### src/rtl/cfgwr_pkg.sv
package cfgwr_pkg;
  typedef enum logic [2:0] {
    ST_IDLE,
    ST_ADDR,
    ST_CMD,
    ST_CNT,
    ST_DATA,
    ST_IGN
  } bus_state_e;

  // register 0: host-writable positions and fixed reserved pattern
  localparam logic [7:0] CTRL_WMASK = 8'hA8;
  localparam logic [4:0] CTRL_HI_RST = 5'b00011;
endpackage

### src/rtl/cfgwr_sync.sv
module cfgwr_sync #(
  parameter int STAGES = 2
) (
  input  logic clk,
  input  logic rst,
  input  logic din,
  output logic dout
);
  logic [STAGES-1:0] ff_q;

  always_ff @(posedge clk) begin
    if (rst) ff_q <= '1;
    else     ff_q <= {ff_q[STAGES-2:0], din};
  end

  assign dout = ff_q[STAGES-1];
endmodule

### src/rtl/cfgwr_proto.sv
module cfgwr_proto
  import cfgwr_pkg::*;
#(
  parameter logic [6:0] DEV_ADDR  = 7'h69,
  parameter logic [7:0] CMD_CODE  = 8'h00,
  parameter int         MAX_COUNT = 32,
  parameter int         NUM_REGS  = 4,
  localparam int        CW        = $clog2(MAX_COUNT + 1),
  localparam int        RW        = $clog2(NUM_REGS)
) (
  input  logic          clk,
  input  logic          rst,
  input  logic          scl,
  input  logic          sda,
  output logic          sda_oe,
  output logic          wr_en,
  output logic [RW-1:0] wr_idx,
  output logic [7:0]    wr_data,
  output logic          ignoring
);
  localparam logic [7:0]    MAXC8  = 8'(MAX_COUNT);
  localparam logic [CW-1:0] NREG_C = CW'(NUM_REGS);
  localparam logic [CW-1:0] ONE_C  = CW'(1);

  bus_state_e    state_q;
  logic          scl_d, sda_d;
  logic [3:0]    bitcnt_q;
  logic [7:0]    shreg_q;
  logic          in_ack_q, ack_pend_q, oe_q;
  logic [CW-1:0] remain_q, idx_q;
  logic          wr_en_q;
  logic [RW-1:0] wr_idx_q;
  logic [7:0]    wr_data_q;

  logic       start_ev, stop_ev, scl_rise, scl_fall, shifting;
  logic [7:0] byte_w;

  assign start_ev = scl && scl_d && sda_d && !sda;
  assign stop_ev  = scl && scl_d && !sda_d && sda;
  assign scl_rise = scl && !scl_d;
  assign scl_fall = !scl && scl_d;
  assign byte_w   = {shreg_q[6:0], sda};
  assign shifting = !in_ack_q && (bitcnt_q != 4'd8) &&
                    (state_q inside {ST_ADDR, ST_CMD, ST_CNT, ST_DATA});

  always_ff @(posedge clk) begin
    if (rst) begin
      state_q    <= ST_IDLE;
      scl_d      <= 1'b1;
      sda_d      <= 1'b1;
      bitcnt_q   <= '0;
      shreg_q    <= '0;
      in_ack_q   <= 1'b0;
      ack_pend_q <= 1'b0;
      oe_q       <= 1'b0;
      remain_q   <= '0;
      idx_q      <= '0;
      wr_en_q    <= 1'b0;
      wr_idx_q   <= '0;
      wr_data_q  <= '0;
    end else begin
      scl_d   <= scl;
      sda_d   <= sda;
      wr_en_q <= 1'b0;
      if (start_ev) begin
        state_q    <= ST_ADDR;
        bitcnt_q   <= '0;
        in_ack_q   <= 1'b0;
        ack_pend_q <= 1'b0;
        oe_q       <= 1'b0;
        idx_q      <= '0;
      end else if (stop_ev) begin
        state_q    <= ST_IDLE;
        bitcnt_q   <= '0;
        in_ack_q   <= 1'b0;
        ack_pend_q <= 1'b0;
        oe_q       <= 1'b0;
      end else if (scl_rise) begin
        if (shifting) begin
          shreg_q  <= byte_w;
          bitcnt_q <= bitcnt_q + 4'd1;
          if (bitcnt_q == 4'd7) begin
            unique case (state_q)
              ST_ADDR: begin
                if (byte_w == {DEV_ADDR, 1'b0}) begin
                  ack_pend_q <= 1'b1;
                  state_q    <= ST_CMD;
                end else state_q <= ST_IGN;
              end
              ST_CMD: begin
                if (byte_w == CMD_CODE) begin
                  ack_pend_q <= 1'b1;
                  state_q    <= ST_CNT;
                end else state_q <= ST_IGN;
              end
              ST_CNT: begin
                if (byte_w != 8'd0 && byte_w <= MAXC8) begin
                  ack_pend_q <= 1'b1;
                  remain_q   <= byte_w[CW-1:0];
                  state_q    <= ST_DATA;
                end else state_q <= ST_IGN;
              end
              default: begin
                if (remain_q != '0) begin
                  ack_pend_q <= 1'b1;
                  remain_q   <= remain_q - ONE_C;
                  idx_q      <= idx_q + ONE_C;
                  if (idx_q < NREG_C) begin
                    wr_en_q   <= 1'b1;
                    wr_idx_q  <= idx_q[RW-1:0];
                    wr_data_q <= byte_w;
                  end
                end else state_q <= ST_IGN;
              end
            endcase
          end
        end
      end else if (scl_fall) begin
        if (in_ack_q) begin
          oe_q     <= 1'b0;
          in_ack_q <= 1'b0;
          bitcnt_q <= '0;
        end else if (bitcnt_q == 4'd8) begin
          bitcnt_q <= '0;
          if (ack_pend_q) begin
            oe_q       <= 1'b1;
            in_ack_q   <= 1'b1;
            ack_pend_q <= 1'b0;
          end
        end
      end
    end
  end

  assign sda_oe   = oe_q;
  assign wr_en    = wr_en_q;
  assign wr_idx   = wr_idx_q;
  assign wr_data  = wr_data_q;
  assign ignoring = (state_q == ST_IGN);
endmodule

### src/rtl/cfgwr_regbank.sv
module cfgwr_regbank
  import cfgwr_pkg::*;
#(
  parameter int  NUM_REGS = 4,
  localparam int RW       = $clog2(NUM_REGS)
) (
  input  logic                  clk,
  input  logic                  rst,
  input  logic [1:0]            strap,
  input  logic                  we,
  input  logic [RW-1:0]         widx,
  input  logic [7:0]            wdata,
  output logic [NUM_REGS*8-1:0] regs_o
);
  for (genvar i = 0; i < NUM_REGS; i++) begin : g_reg
    logic [7:0] r_q;
    if (i == 0) begin : g_ctrl
      always_ff @(posedge clk) begin
        if (rst)
          r_q <= {CTRL_HI_RST, strap, 1'b1};
        else if (we && widx == RW'(i))
          r_q <= (wdata & CTRL_WMASK) | (r_q & ~CTRL_WMASK);
      end
    end else begin : g_plain
      always_ff @(posedge clk) begin
        if (rst)                        r_q <= '0;
        else if (we && widx == RW'(i))  r_q <= wdata;
      end
    end
    assign regs_o[i*8 +: 8] = r_q;
  end
endmodule

### src/rtl/cfgwr_slave.sv
module cfgwr_slave #(
  parameter logic [6:0] DEV_ADDR    = 7'h69,
  parameter logic [7:0] CMD_CODE    = 8'h00,
  parameter int         MAX_COUNT   = 32,
  parameter int         NUM_REGS    = 4,
  parameter int         SYNC_STAGES = 2
) (
  input  logic                  clk,
  input  logic                  rst,
  input  logic                  scl_i,
  input  logic                  sda_i,
  output logic                  sda_oe,
  input  logic                  strap_s2,
  input  logic                  strap_s1,
  output logic [NUM_REGS*8-1:0] regs_o,
  output logic                  spread_en,
  output logic                  sel_48m,
  output logic                  pci_run
);
  localparam int RW = $clog2(NUM_REGS);

  logic [1:0]    raw_lines, sync_lines;
  logic          scl_s, sda_s;
  logic          wr_en, bus_ign;
  logic [RW-1:0] wr_idx;
  logic [7:0]    wr_data;

  assign raw_lines = {scl_i, sda_i};

  for (genvar g = 0; g < 2; g++) begin : g_sync
    cfgwr_sync #(.STAGES(SYNC_STAGES)) u_sync (
      .clk (clk),
      .rst (rst),
      .din (raw_lines[g]),
      .dout(sync_lines[g])
    );
  end

  assign scl_s = sync_lines[1];
  assign sda_s = sync_lines[0];

  cfgwr_proto #(
    .DEV_ADDR (DEV_ADDR),
    .CMD_CODE (CMD_CODE),
    .MAX_COUNT(MAX_COUNT),
    .NUM_REGS (NUM_REGS)
  ) u_proto (
    .clk     (clk),
    .rst     (rst),
    .scl     (scl_s),
    .sda     (sda_s),
    .sda_oe  (sda_oe),
    .wr_en   (wr_en),
    .wr_idx  (wr_idx),
    .wr_data (wr_data),
    .ignoring(bus_ign)
  );

  cfgwr_regbank #(.NUM_REGS(NUM_REGS)) u_bank (
    .clk   (clk),
    .rst   (rst),
    .strap ({strap_s2, strap_s1}),
    .we    (wr_en),
    .widx  (wr_idx),
    .wdata (wr_data),
    .regs_o(regs_o)
  );

  assign spread_en = regs_o[7];
  assign sel_48m   = regs_o[5];
  assign pci_run   = regs_o[3];
endmodule

### config.mk
export PLATFORM = sky130hd
export DESIGN_NAME = cfgwr_slave
export DESIGN_NICKNAME = d
export VERILOG_FILES = /design/src/rtl/cfgwr_pkg.sv /design/src/rtl/cfgwr_sync.sv /design/src/rtl/cfgwr_proto.sv /design/src/rtl/cfgwr_regbank.sv /design/src/rtl/cfgwr_slave.sv
export SDC_FILE = /design/constraint.sdc
export NUM_CORES = 1
export LEC_CHECK = 0
export BUFFER_PORTS_ARGS = -buffer_cell sky130_fd_sc_hd__buf_2
export CORE_ASPECT_RATIO = 0.7
export CORE_MARGIN = 2
export CORE_UTILIZATION = 58
export DETAILED_ROUTE_END_ITERATION = 10
export PLACE_DENSITY_LB_ADDON = 0.1
export SLEW_MARGIN = 20
export SYNTH_ARGS = -nofsm -noshare
export SYNTH_HDL_FRONTEND = slang
export SYNTH_SLANG_ARGS = --single-unit
### constraint.sdc
create_clock -name clk -period 3.3 [get_ports clk]
set_clock_uncertainty 0.15 [all_clocks]
set_input_delay 0.825 -clock clk [delete_from_list [all_inputs] [get_ports clk]]
set_output_delay 0.825 -clock clk [all_outputs]
set_load 0.03 [all_outputs]
==> out/qor.log, run 1 <==
qor: clock_network.post_cts_hold_buffer_count 0
qor: cells_and_area.finalInstanceArea 3940 um2
qor: drt.routed_via_density 5.59
qor: drt.post-route-drc-count 0
qor: clock_network.ctsHtreeMaxLevel 3
qor: clock_network.cts_tree done
qor: cells_and_area.multiInputGateArea 1800 um2
qor: place.pre_cts_ws 852 ps
qor: worst_setup_path.worst_r2r_path_depth 7
qor: timing.count_of_pins_over_their_slew_limit 0
qor: clock_network.clockBufferDepth 2
qor: synthesis.synth.avg_cell_area 8.95 um2
qor: synthesis.async_flop_share 0%
qor: worst_setup_path.setup.worst_path.class reg -> reg
qor: cells_and_area.fraction_of_layout_cells_with_a_size_suffix_above_1 18.9%
qor: worst_setup_path.timing.reg2reg.setup_slack 790 ps
qor: die.fp.dieW 97.2 um
qor: synthesis.synthDominantCellAreaShare 41.5%
qor: timing.timing.setup.tns 0 ps
qor: synthesis.yosys_reg_bits 75
qor: worst_setup_path.endpoint_kind flip-flop
qor: place.detailedPlacementHpwl 5160 um
qor: synthesis.yosys_most_used_dff dfxtp_1
qor: pwr.cellPowerDensity 466 nW/um2
qor: timing.final_hold_viol_count 0
qor: synthesis.synth.most_common_cell dfxtp_1
qor: synthesis.yosys_warnings 0
qor: pwr.post-layout-total-power 0.00184 W
qor: timing.fin_ws 786 ps
qor: die.die_y 69.2 um
qor: drt.drt_pre_antenna_iters 4
qor: clock_network.post_cts_resize_count 0
qor: drt.drt_iter0_drc 161
qor: status.status complete, no violations
qor: global_routing.number_of_global_route_vias_before_repair 2525
qor: place.io_buffers 38
qor: drt.via_count 2791
qor: worst_setup_path.rr_startpoint u_proto.bitcnt_q[0]$_SDFFE_PP0P_
qor: worst_setup_path.worst_ep_required_time 3420 ps
qor: timing.finalSetupViolCount 0
qor: timing.final.min_clock_period 2510 ps
qor: worst_hold_path.whs_endpoint g_sync[1].u_sync.ff_q[1]$_SDFF_PP1_
qor: worst_hold_path.timing.hold.worst.start g_sync[1].u_sync.ff_q[0]$_SDFF_PP1_
qor: worst_setup_path.r2r-end u_proto.remain_q[4]$_SDFFE_PP0P_
qor: global_routing.grt_use_total 22.9%
qor: cells_and_area.antenna_fix_cells 0
qor: cells_and_area.fin_nets 433
qor: cells_and_area.synthToLayoutAreaGrowth 11.9%
qor: clock_network.worstSkewPairLatency 350 ps
qor: synthesis.synth_common_cells dfxtp_1, nor2_1, mux2i_1, a21oi_1, nand2_1
qor: worst_setup_path.critical_path.max_fanout 6
qor: timing.maxSlewHeadroom 54.5%
qor: clock_network.clk_root_buffer_cell clkbuf_8
qor: worst_setup_path.cp.arrival 2630 ps
qor: global_routing.grt_max_degree 69
qor: pwr.power.static_leakage 1.66 nW
qor: drt.drt-total-wl 7370 um
qor: synthesis.synth_enable_flop_cells 2
qor: place.placed_area 3700 um2
qor: die.initial_utilization 60.9%
qor: flow_run.maxCapViolCount 0
qor: die.core_region_area 5780 um2
qor: drt.drtAntennaViolNets 0
qor: die.top_level_ports 42
qor: drt.wire_per_inst 14.8 um
qor: die.number_of_placement_rows 23
qor: place.gpl.final_weighted_congestion 0.892
qor: synthesis.synthTopCellsByArea dfxtp_1, mux2i_1, nor2_1
qor: timing.post-route-period-util 76.2%
qor: clock_network.cts_setup_buffers 0
qor: timing.rsz0062_at_grt no
qor: synthesis.netlist_instances 394
qor: worst_setup_path.startpoint_type_of_the_worst_setup_path flip-flop
qor: timing.achievable-frequency 398 MHz
qor: global_routing.grt_pass1_wl 12600 um
qor: synthesis.post_synthesis_cell_type_count 59
qor: synthesis.seq_area_frac_synth 43.2%
qor: cells_and_area.final_core_utilization 68.2%
qor: clock_network.cts.sinks 75
qor: die.die-area 6730 um2
qor: cells_and_area.seqCellArea 1520 um2
qor: timing.worst_pin_slew 682 ps
qor: cells_and_area.fillCellCount 480
qor: synthesis.synth.cell_area 3520 um2
qor: global_routing.overflow 0
qor: clock_network.cts_made_buffers 9
qor: pwr.ir_drop 0.000304 V
qor: worst_hold_path.hold_crit_class reg -> reg
qor: clock_network.cts.reportedPaths.clkPinSlew 80 ps
qor: worst_hold_path.holdPathStages 1
qor: global_routing.initial_antenna_violation_count 0
qor: synthesis.yosysTopAreaCell dfxtp_1
[registers in the layout, indices dropped and copies added (netlist names), 2 cells and up]
signal / flops
u_proto.state_q: 3
u_bank.g.r_q: 29
u_proto.remain_q: 6
u_proto.shreg_q: 7
u_proto.wr_idx: 2
u_proto.bitcnt_q: 4
g_sync.u_sync.ff_q: 4
u_proto.idx_q: 6
u_proto.wr_data: 8
[metrics by stage]
| stage | hold slack [ps] | cells |
|---|---|---|
| global placement | 250 | 483 |
| CTS | 272 | 499 |
| global route | 295 | 499 |
| detailed placement | 257 | 483 |
| finish | 267 | 499 |
| floorplan | 239 | 395 |
[cells by family (layout without fill, tap and decap cells)]
kind of cell	Yosys count	in the layout	share of synthesized area, %
compound gates	68	68	14.1
xor+xnor	5	5	1.24
fa+ha+maj	8	8	2.84
buf+inv	46	75	6.03
flops	75	75	43.2
mux	35	35	9.98
other cells	2	3	0.213
simple gates	155	155	22.5
[where the power goes]
part / leakage [nW] / switching, W / total (W) / internal, W
clock: 0.119 / 0.000356 / 0.000834 / 0.000478
combinational: 0.936 / 0.0000555 / 0.0000824 / 0.0000270
sequential: 0.608 / 0.00000680 / 0.000922 / 0.000915
total: 1.66 / 0.000418 / 0.00184 / 0.00142
[layer usage]
layer	GRT usage (%)	part of all wire, %	up-vias
li1	-	-	1418
met1	35.8	54	1314
met2	31.2	41	50
met3	5.54	4.3	9
met4	6.42	1.2	0
met5	0	0	-
[cell usage in the layout (no fill, tap or decap), types with 5 or more instances in the layout]
master,Yosys,routed
nor2_1,63,63
or2_2,7,7
buf_2,2,38
clkbuf_8,0,9
nand2_1,22,22
nor3_1,7,7
nor3b_1,5,5
nand2b_1,5,5
a21oi_1,28,28
nand4_1,6,6
dfxtp_1,73,73
inv_1,17,17
nand3b_1,6,6
mux2i_1,34,34
ha_1,8,8
nor2b_1,5,5
[area by class of cell]
cell class              instances  share of cell area [%]
inverters                      17                    1.62
flip-flops and latches         75                    38.6
well taps                      75                    2.38
clock buffers                  10                    3.78
multi-input cells             274                    45.7
clock inverters                 6                    2.38
repair buffers                 42                    5.59
[how the worst max path moves through the flow]
stage / startpoint / end / slack [ps] / depth (start not counted)
finish: u_proto.bitcnt_q[0]$_SDFFE_PP0P_ / u_proto.remain_q[4]$_SDFFE_PP0P_ / 790 / 7
floorplan: u_proto.bitcnt_q[0]$_SDFFE_PP0P_ / u_proto.remain_q[3]$_SDFFE_PP0P_ / 900 / 9
global route: u_proto.bitcnt_q[0]$_SDFFE_PP0P_ / u_proto.remain_q[4]$_SDFFE_PP0P_ / 630 / 7
CTS: u_proto.remain_q[0]$_SDFFE_PP0P_ / u_proto.wr_data[3]$_SDFFE_PP0P_ / 820 / 8
detailed placement: u_proto.bitcnt_q[0]$_SDFFE_PP0P_ / u_proto.remain_q[4]$_SDFFE_PP0P_ / 850 / 7
global placement: u_proto.remain_q[0]$_SDFFE_PP0P_ / u_proto.wr_idx[1]$_SDFFE_PP0P_ / 890 / 8
[critical path: stages (launching register included)]
cell and delay, ps:
dfxtp_1 420, inv_1 70, ha_1 210, and3b_1 250, a211oi_1 400, nand2_1 130
or4_4 560, o31ai_2 240
Note: power is estimated with default switching activity, not from simulation.
==> inputs of run 2 (changes only) <==
ABC_AREA = 1   (was unset)
clock period = 2.35 ns   (was 3.3 ns; I/O delays follow)
==> out/qor.log, run 2 <==
qor: synthesis.synthDominantCellAreaShare 42.2%
qor: cells_and_area.layout_commonest_cell nand2_1
qor: timing.timing.setup.tns 0 ps
qor: die.core_region_area 5760 um2
qor: cells_and_area.largest_register_ffs 29
qor: drt.drt_iter0_drc 256
qor: worst_setup_path.cp.arrival 2060 ps
qor: timing.finalSetupViolCount 0
qor: worst_setup_path.endpoint_kind flip-flop
qor: clock_network.ctsHtreeMaxLevel 3
qor: cells_and_area.fin_nets 534
qor: clock_network.cts_tree done
qor: clock_network.worstSkewPairLatency 350 ps
qor: global_routing.number_of_global_route_vias_before_repair 2702
qor: place.detailedPlacementHpwl 5410 um
qor: synthesis.async_flop_share 0%
qor: worst_setup_path.worst_r2r_path_depth 10
qor: clock_network.cts_made_buffers 9
qor: global_routing.grt_use_total 24.8%
qor: drt.via_count 3148
qor: synthesis.yosys_warnings 0
qor: worst_setup_path.worst_path_most_repeated_cell inv_1
qor: status.status complete, no violations
qor: cells_and_area.commonest_cells_after_routing_fill_and_taps_aside nand2_1, nor2_1, dfxtp_1
qor: worst_setup_path.setup.worst_path.class reg -> reg
qor: worst_setup_path.path_cells inv_1, ha_1, inv_1, nor2_1, nand3_1, nand2_1, inv_1, nand3_2, nand2_1, a21oi_1
qor: worst_setup_path.rr_startpoint u_proto.remain_q[0]$_SDFFE_PP0P_
qor: synthesis.synth_enable_flop_cells 2
qor: pwr.ir_drop 0.000508 V
qor: place.io_buffers 38
qor: drt.drt-total-wl 7650 um
qor: global_routing.overflow 0
qor: worst_hold_path.holdPathStages 1
qor: synthesis.synth.most_common_cell nand2_1
qor: synthesis.synth.avg_cell_area 7.17 um2
qor: die.initial_utilization 60.2%
qor: clock_network.cts.sinks 75
qor: worst_hold_path.hold_crit_class reg -> reg
qor: drt.drt_pre_antenna_iters 5
qor: cells_and_area.fraction_of_layout_cells_with_a_size_suffix_above_1 14.9%
qor: pwr.post-layout-total-power 0.00250 W
qor: timing.final_hold_viol_count 0
qor: synthesis.seq_area_frac_synth 43.9%
qor: drt.drtAntennaViolNets 0
qor: flow_run.maxCapViolCount 0
qor: cells_and_area.regMostFlops u_bank.g.r_q
qor: drt.wire_per_inst 12.8 um
qor: clock_network.clk_root_buffer_cell clkbuf_8
qor: clock_network.cts.reportedPaths.clkPinSlew 80 ps
qor: global_routing.grt_pass1_wl 12500 um
qor: timing.count_of_pins_over_their_slew_limit 0
qor: die.top_level_ports 42
qor: cells_and_area.synthToLayoutAreaGrowth 12.7%
qor: worst_setup_path.crit_path_top_delay_cell dfxtp_1
qor: pwr.cellPowerDensity 640 nW/um2
qor: synthesis.yosys_most_used_dff dfxtp_1
qor: worst_setup_path.worst_ep_required_time 2440 ps
qor: timing.achievable-frequency 506 MHz
qor: worst_setup_path.critical_path_cell_count 10
qor: die.fp.dieW 96.4 um
qor: die.die_y 68.7 um
qor: drt.post-route-drc-count 0
qor: global_routing.grt_max_degree 36
qor: timing.rsz0062_at_grt no
qor: worst_setup_path.startpoint_type_of_the_worst_setup_path flip-flop
qor: timing.final.min_clock_period 1970 ps
qor: place.gpl.final_weighted_congestion 0.861
qor: synthesis.synth_common_cells nand2_1, nor2_1, dfxtp_1, inv_1, a21oi_1
qor: global_routing.initial_antenna_violation_count 0
qor: worst_hold_path.timing.hold.worst.start g_sync[1].u_sync.ff_q[0]$_SDFF_PP1_
qor: pwr.power.static_leakage 1.82 nW
qor: clock_network.clockBufferDepth 2
qor: cells_and_area.antenna_fix_cells 0
qor: clock_network.post_cts_resize_count 0
qor: worst_setup_path.critical_path.max_fanout 11
qor: synthesis.netlist_instances 483
qor: synthesis.yosysTopAreaCell dfxtp_1
qor: timing.post-route-period-util 84.0%
qor: clock_network.cts_setup_buffers 0
qor: worst_setup_path.critical-path-top-delay-family simple AND/OR/NAND/NOR gates
qor: timing.maxSlewHeadroom 59.8%
qor: drt.routed_via_density 5.25
qor: synthesis.post_synthesis_cell_type_count 35
qor: synthesis.synthTopCellsByArea dfxtp_1, nand2_1, nor2_1
qor: synthesis.yosys_reg_bits 75
qor: worst_setup_path.worst_setup_path_startpoint u_proto.remain_q[0]$_SDFFE_PP0P_
qor: clock_network.post_cts_hold_buffer_count 0
qor: timing.worst_pin_slew 599 ps
qor: synthesis.synth.cell_area 3460 um2
qor: worst_setup_path.timing.critical_path.slowest_cell_delay 340 ps
qor: die.number_of_placement_rows 23
qor: die.die-area 6620 um2
qor: worst_setup_path.path_buf_inv 3
[run 2: cell count changes in the layout (fill, tap and decap cells not counted), sizes merged, moves of 6 or more]
cell / change
a21oi: +13
inv: +28
mux2i: -34
nand2: +74
nand3: +30
nand3b: -6
nor2: +26
o21ai: +34
o31ai: -6
[run 2: stage by stage]
stage | worst slack, ps | instance area, um2 | instances | hold slack, ps | util (%)
2_1_floorplan | 721 | 3470 | 484 | 239 | -
5_1_grt | 186 | 3900 | 600 | 264 | 67.8
4_1_cts | 386 | 3900 | 600 | 261 | 67.8
6_report | 376 | 3900 | 600 | 266 | 67.8
3_3_place_gp | 464 | 3680 | 584 | 243 | 63.9
3_5_place_dp | 406 | 3680 | 584 | 251 | 63.9
[run 2: worst paths after layout]
| check | endpoint | slack (ps) |
|---|---|---|
| hold reg to reg | g_sync[1].u_sync.ff_q[1]$_SDFF_PP1_ | 270 |
| setup reg to reg | u_proto.wr_data[2]$_SDFFE_PP0P_ | 380 |
| hold / removal | g_sync[1].u_sync.ff_q[1]$_SDFF_PP1_ | 270 |
| setup / recovery | u_proto.wr_data[2]$_SDFFE_PP0P_ | 380 |
[run 2: power by group]
part | leakage (nW) | total [W] | switching (W) | internal [W]
sequential | 0.608 | 0.00129 | 0.00000627 | 0.00128
clock | 0.108 | 0.00110 | 0.000479 | 0.000626
combinational | 1.10 | 0.000103 | 0.0000737 | 0.0000294
total | 1.82 | 0.00250 | 0.000559 | 0.00194
[run 2: area by class of cell]
type                       count  area [um2]
multi-input combinational    342        1640
tap                           75        93.8
clock buffer                  10         138
inverter                      48         183
clock inverter                 6        88.8
timing repair buffer          44         235
fill                         498        1850
sequential                    75        1520
[run 2: metal layers]
layer	GRT usage [%]	routed length, um	share of wire [%]	vias to the layer above
met5	0	0	0	-
met3	6.96	593	7.7	8
met2	36.7	3140	41	98
met1	35.2	3840	50	1414
met4	7.75	80	1.0	0
li1	-	-	-	1628
[run 2: kinds of logic after synthesis]
kind of cell / share of synthesized area [%]
other cells: 0.217
simple gates: 30.9
fa+ha+maj: 2.89
compound gates: 12.1
buf+inv: 8.71
xor+xnor: 1.26
flops: 43.9
